[config.mk]
export PLATFORM = sky130hd
export DESIGN_NAME = precise_exc_tracker
export DESIGN_NICKNAME = d
export VERILOG_FILES = /design/src/rtl/pexc_pkg.sv /design/src/rtl/pexc_merge.sv /design/src/rtl/pexc_fetch_slot.sv /design/src/rtl/precise_exc_tracker.sv
export SDC_FILE = /design/constraint.sdc
export NUM_CORES = 1
export LEC_CHECK = 0
export BUFFER_PORTS_ARGS = -buffer_cell sky130_fd_sc_hd__buf_4
export CAP_MARGIN = 10
export CORE_MARGIN = 1.5
export CORE_UTILIZATION = 48
export CTS_BUF_LIST = sky130_fd_sc_hd__clkbuf_4
export CTS_CLUSTER_SIZE = 40
export DETAILED_ROUTE_END_ITERATION = 10
export GPL_ROUTABILITY_DRIVEN = 0
export PLACE_DENSITY = 0.78
export SLEW_MARGIN = 20
export SYNTH_ARGS = -nofsm -noshare
export SYNTH_HDL_FRONTEND = slang
export SYNTH_HIERARCHICAL = 1
export SYNTH_SLANG_ARGS = --single-unit
[constraint.sdc]
create_clock -name clk -period 1.29 [get_ports clk]
set_clock_uncertainty 0.05 [all_clocks]
set_input_delay 0.258 -clock clk [delete_from_list [all_inputs] [get_ports clk]]
set_output_delay 0.258 -clock clk [all_outputs]
set_load 0.01 [all_outputs]
[src/rtl/pexc_pkg.sv]
package pexc_pkg;
    localparam int CAUSE_W = 5;
    localparam logic [CAUSE_W-1:0] CAUSE_INT = 5'd0;
    localparam logic [CAUSE_W-1:0] CAUSE_RI  = 5'd10;
    localparam logic [CAUSE_W-1:0] CAUSE_OVF = 5'd12;
    localparam int N_TRACK = 3;   // decode, execute, memory slots
endpackage

[src/rtl/pexc_merge.sv]
// Folds a stage-local fault into a slot record; an earlier fault wins.
module pexc_merge #(
    parameter int PC_W = 32,
    parameter int CW   = 5
) (
    input  logic            in_v,
    input  logic [PC_W-1:0] in_pc,
    input  logic            in_x,
    input  logic [CW-1:0]   in_code,
    input  logic            flt,
    input  logic [CW-1:0]   flt_code,
    output logic            out_v,
    output logic [PC_W-1:0] out_pc,
    output logic            out_x,
    output logic [CW-1:0]   out_code
);
    always_comb begin
        out_v    = in_v;
        out_pc   = in_pc;
        out_x    = in_v & (in_x | flt);
        out_code = in_x ? in_code : flt_code;
    end
endmodule

[src/rtl/pexc_fetch_slot.sv]
// Builds the fetch-slot record, turning an interrupt into a faulting no-op.
module pexc_fetch_slot #(
    parameter int PC_W = 32,
    parameter int CW   = 5
) (
    input  logic            if_valid,
    input  logic [PC_W-1:0] if_pc,
    input  logic            if_fault,
    input  logic [CW-1:0]   if_code,
    input  logic            irq,
    input  logic            irq_busy,
    input  logic            take,
    output logic            f_v,
    output logic [PC_W-1:0] f_pc,
    output logic            f_x,
    output logic [CW-1:0]   f_code
);
    logic inject;
    always_comb begin
        inject = irq & ~irq_busy & ~take;
        f_pc   = if_pc;
        if (inject) begin
            f_v    = 1'b1;
            f_x    = 1'b1;
            f_code = pexc_pkg::CAUSE_INT;
        end else begin
            f_v    = if_valid;
            f_x    = if_valid & if_fault;
            f_code = if_code;
        end
    end
endmodule

[src/rtl/precise_exc_tracker.sv]
module precise_exc_tracker #(
    parameter int              PC_W   = 32,
    parameter logic [PC_W-1:0] VECTOR = 32'h8000_0180
) (
    input  logic                         clk,
    input  logic                         rst_n,
    input  logic                         if_valid_i,
    input  logic [PC_W-1:0]              if_pc_i,
    input  logic                         if_fault_i,
    input  logic [pexc_pkg::CAUSE_W-1:0] if_code_i,
    input  logic                         id_fault_i,
    input  logic                         ex_fault_i,
    input  logic                         mem_fault_i,
    input  logic [pexc_pkg::CAUSE_W-1:0] mem_code_i,
    input  logic                         irq_i,
    output logic                         id_valid_o,
    output logic                         ex_valid_o,
    output logic                         mem_valid_o,
    output logic [PC_W-1:0]              mem_pc_o,
    output logic                         wb_valid_o,
    output logic [PC_W-1:0]              wb_pc_o,
    output logic                         exc_take_o,
    output logic                         flush_o,
    output logic                         mem_kill_o,
    output logic [PC_W-1:0]              epc_o,
    output logic [pexc_pkg::CAUSE_W-1:0] cause_o,
    output logic                         redirect_valid_o,
    output logic [PC_W-1:0]              redirect_pc_o
);
    import pexc_pkg::*;
    localparam int CW = CAUSE_W;

    typedef struct packed {
        logic            v;
        logic [PC_W-1:0] pc;
        logic            x;
        logic [CW-1:0]   code;
    } slot_t;

    typedef struct packed {
        slot_t [N_TRACK-1:0] st;   // 0 decode, 1 execute, 2 memory
        slot_t               wb;
    } state_t;

    state_t state_q, state_d;

    // merged records per tracked slot
    logic            m_v    [N_TRACK];
    logic [PC_W-1:0] m_pc   [N_TRACK];
    logic            m_x    [N_TRACK];
    logic [CW-1:0]   m_code [N_TRACK];
    logic            s_flt  [N_TRACK];
    logic [CW-1:0]   s_code [N_TRACK];

    assign s_flt[0]  = id_fault_i;
    assign s_flt[1]  = ex_fault_i;
    assign s_flt[2]  = mem_fault_i;
    assign s_code[0] = CAUSE_RI;
    assign s_code[1] = CAUSE_OVF;
    assign s_code[2] = mem_code_i;

    for (genvar g = 0; g < N_TRACK; g++) begin : g_merge
        pexc_merge #(.PC_W(PC_W), .CW(CW)) u_merge (
            .in_v    (state_q.st[g].v),
            .in_pc   (state_q.st[g].pc),
            .in_x    (state_q.st[g].x),
            .in_code (state_q.st[g].code),
            .flt     (s_flt[g]),
            .flt_code(s_code[g]),
            .out_v   (m_v[g]),
            .out_pc  (m_pc[g]),
            .out_x   (m_x[g]),
            .out_code(m_code[g])
        );
    end

    logic take;
    assign take = m_x[N_TRACK-1];

    // an interrupt no-op is in flight when a slot holds a pending cause 0
    logic irq_busy;
    always_comb begin
        irq_busy = 1'b0;
        for (int i = 0; i < N_TRACK; i++) begin
            if (state_q.st[i].v && state_q.st[i].x && state_q.st[i].code == CAUSE_INT)
                irq_busy = 1'b1;
        end
    end

    logic            f_v, f_x;
    logic [PC_W-1:0] f_pc;
    logic [CW-1:0]   f_code;

    pexc_fetch_slot #(.PC_W(PC_W), .CW(CW)) u_fetch (
        .if_valid(if_valid_i),
        .if_pc   (if_pc_i),
        .if_fault(if_fault_i),
        .if_code (if_code_i),
        .irq     (irq_i),
        .irq_busy(irq_busy),
        .take    (take),
        .f_v     (f_v),
        .f_pc    (f_pc),
        .f_x     (f_x),
        .f_code  (f_code)
    );

    always_comb begin
        state_d = state_q;
        state_d.st[0] = '{v: f_v, pc: f_pc, x: f_x, code: f_code};
        for (int i = 1; i < N_TRACK; i++) begin
            state_d.st[i] = '{v: m_v[i-1], pc: m_pc[i-1], x: m_x[i-1], code: m_code[i-1]};
        end
        state_d.wb = '{v: m_v[N_TRACK-1] & ~take, pc: m_pc[N_TRACK-1], x: 1'b0, code: '0};
        if (take) begin
            for (int i = 0; i < N_TRACK; i++) state_d.st[i].v = 1'b0;
        end
    end

    always_ff @(posedge clk) begin
        if (!rst_n) state_q <= '0;
        else        state_q <= state_d;
    end

    assign id_valid_o       = state_q.st[0].v;
    assign ex_valid_o       = state_q.st[1].v;
    assign mem_valid_o      = state_q.st[2].v;
    assign mem_pc_o         = state_q.st[2].pc;
    assign wb_valid_o       = state_q.wb.v;
    assign wb_pc_o          = state_q.wb.pc;
    assign exc_take_o       = take;
    assign flush_o          = take;
    assign mem_kill_o       = take;
    assign epc_o            = m_pc[N_TRACK-1];
    assign cause_o          = m_code[N_TRACK-1];
    assign redirect_valid_o = take;
    assign redirect_pc_o    = VECTOR;
endmodule

==> results by group <==
Outcome
  • Status: finished, violations left
  • Violated checks: setup timing

Power and ir drop
  • Reg power frac: 58.7%
  • Sw Share: 24.23%
  • Power per Cell Area: 1151 nW/um^2
  • P_leak: 3.294 nW
  • Combinational share of power: 10.0%
  • Clock share of power: 31.4%
  • IR Drop Worst-Case VDD: 0.7034 mV
  • Pint: 6.321 mW
  • Net Sw Power: 2.021 mW
  • Total power: 8.343 mW

Flow run
  • Max-cap violations: 0

Critical path
  • R2R cell count: 6
  • CP Data Required Time: 0.98 ns
  • Element type at the critical path start: flip-flop
  • Worst Path Max Fanout: 5
  • CP Capture Type: output port
  • Arrival @ worst endpoint: 1.46 ns
  • Setup CP Type: flip-flop to output port

Global routing
  • Overall overflow remaining after global route: 0
  • First-pass GRT wire length: 14,110 um
  • Vias in the first global route: 3,114
  • GRT Overall Usage: 13.88%
  • Pin count of the biggest net entering global routing: 47
  • Initial antenna violation count: 0

Synthesis
  • Total number of yosys warnings: 6
  • Seq/Total Area, Yosys: 48.11%
  • Syn Inst Count: 585
  • Seq cells post-synth: 150
  • Synth Area per Inst: 10.67 sq um
  • Synthesized area: 6242 sq um
  • Post-synth cell types: 16

Routing
  • Vias after detailed routing: 3,150
  • DRC violations left: 0
  • WL per Instance: 12.13 um
  • ANT nets after route: 0
  • Initial DRC Count: 89
  • Vias per cell: 3.977
  • Final wirelength: 9603 um
  • Drt pass-1 iters: 4

Worst hold path
  • HP Class: primary input to flip-flop
  • Hold Path Depth: 2

Finish
  • Fin util: 57.20%
  • Area grow syn2layout: 16.12%
  • Layout Nets: 656
  • Share of layout cells above drive strength 1: 47.98%

Clock tree
  • Clock transition at path regs: 0.12 ns
  • CTS max path bufs: 2
  • Num Clock Sinks: 150
  • Root Buffer Master: clkbuf_4
  • Clk_lat worst skew: 0.52 ns
  • H-tree depth: 4
  • CTS Buf Count: 17
  • CTS tree: built

Floorplan
  • Die height: 117.0 um
  • Die Width: 117.0 um
  • # rows: 41
  • Core Box Area: 12,670 sq um
  • Top-Level Pins: 191
  • Starting density of the core: 49.26%
  • DIE AREA: 13,700 sq um

STA
  • Fin crit period: 1.764 ns
  • Final setup vio count: 75
  • Slew Limit Fails: 0
  • Crit share post-route: 136.7%
  • RSZ-0062 raised after global routing: yes
  • Fmax achieved: 567.1 MHz
  • Final worst slack: -0.4735 ns
  • Hold Vio Cnt, Final: 0

Placement
  • Port Buf Inserts: 158
  • Dpl hpwl: 5733 um
==> kinds of logic after synthesis <==
kind of cell,count (synthesis),share of synthesized area (%)
buf+inv,249,30.73
simple gates,165,16.96
flops,150,48.11
mux,15,3.608
compound gates,4,0.4811
other cells,2,0.1203
==> timing repair <==
| action | in CTS | in global routing |
|---|---|---|
| endpoints found under the setup margin | 116 | 116 |
| setup buffers | 2 | 1 |
| hold buffers | 41 | 0 |
| pin swaps | 2 | 3 |
| gates resized for setup | 174 | 24 |
| endpoints found under the hold margin | 41 | 0 |
| gates cloned | 0 | 0 |
==> through the flow <==
| step | TNS [ns] | setup WS, ns | cell area (sq um) | instances | hold slack (ns) |
|---|---|---|---|---|---|
| finish | -5.922 | -0.4735 | 7248 | 792 | 0.1274 |
| global route | -14.20 | -0.5483 | 7246 | 791 | 0.08205 |
| CTS | -11.90 | -0.5318 | 7194 | 790 | 0.07173 |
| detailed placement | -0.5775 | -0.2054 | 5993 | 715 | 0.3669 |
| global placement | -0.1878 | -0.1184 | 5993 | 715 | 0.3634 |
| floorplan | -0.02034 | -0.01706 | 6405 | 625 | 0.4039 |
==> flip-flops by register name, summed over array words and instances (netlist names) <==
| register | flops |
|---|---|
| state_q | 82 |
| id_valid_o | 1 |
| mem_valid_o | 1 |
| wb_valid_o | 1 |
| mem_pc_o | 32 |
| ex_valid_o | 1 |
| wb_pc_o | 32 |
==> worst paths after layout <==
path	from	endpoint	slack [ns]
setup reg to reg	state_q[43]	id_valid_o	-0.26
hold / removal	rst_n	mem_pc_o[25]	0.13
hold reg to reg	state_q[59]	state_q[98]	0.39
setup / recovery	state_q[122]	cause_o[4]	-0.47
==> cell usage in the layout (no fill, tap or decap), types with 8 or more instances in the layout <==
cell type	synthesis	layout
and2_1	150	150
buf_4	234	56
buf_6	14	111
dfxtp_2	0	67
dfxtp_4	0	8
clkbuf_4	0	18
conb_1	2	42
dfxtp_1	150	75
mux2_4	15	15
dlygate4sd3_1	0	41
==> cell usage after synthesis (all sizes together) <==
cell type | n | area (sq um)
nand3 | 1 | 5.000
nand4b | 3 | 26.28
conb | 2 | 7.510
clkbuf | 1 | 3.750
nor3b | 1 | 18.77
buf | 248 | 1914
dfxtp | 150 | 3003
o21a | 3 | 22.52
and2 | 150 | 938.4
a21o | 1 | 7.510
or2 | 1 | 6.260
nor2b | 6 | 45.04
mux2 | 15 | 225.2
nor4 | 3 | 18.77
==> worst max-delay path, cell delays in order, from the launching register on <==
cell	delay [ns]
dfxtp_4	0.40
buf_12	0.12
mux2_4	0.30
buf_6	0.12
==> area by class of cell <==
| type | count | area [sq um] |
|---|---|---|
| flip-flops and latches | 150 | 3117 |
| multi-input cells | 226 | 1511 |
| well taps | 172 | 215.2 |
| clock buffers | 18 | 135.1 |
| diodes | 1 | 2.502 |
| fillers | 1017 | 5423 |
| repair buffers | 211 | 2141 |
| clock inverters | 14 | 126.4 |
==> per-layer routing <==
layer,wire length (um),up-vias,GRT usage [%],share of wire [%]
li1,-,1560,-,-
met1,3461,1452,13.00,36
met2,5287,115,26.16,55
met3,508,23,4.428,5.3
met4,345,0,8.514,3.6
met5,0,-,0,0
==> power by group through the flow <==
| stage | combinational (mW) | clock, mW | sequential, mW |
|---|---|---|---|
| floorplan | 0.743 | 0 | 4.96 |
| detailed placement | 0.654 | 0 | 4.98 |
| finish | 0.832 | 2.62 | 4.89 |
| global route | 0.904 | 2.93 | 4.91 |
| global placement | 0.640 | 0 | 4.97 |
| CTS | 0.819 | 2.73 | 4.90 |
Power figures use the tool's default switching activity.
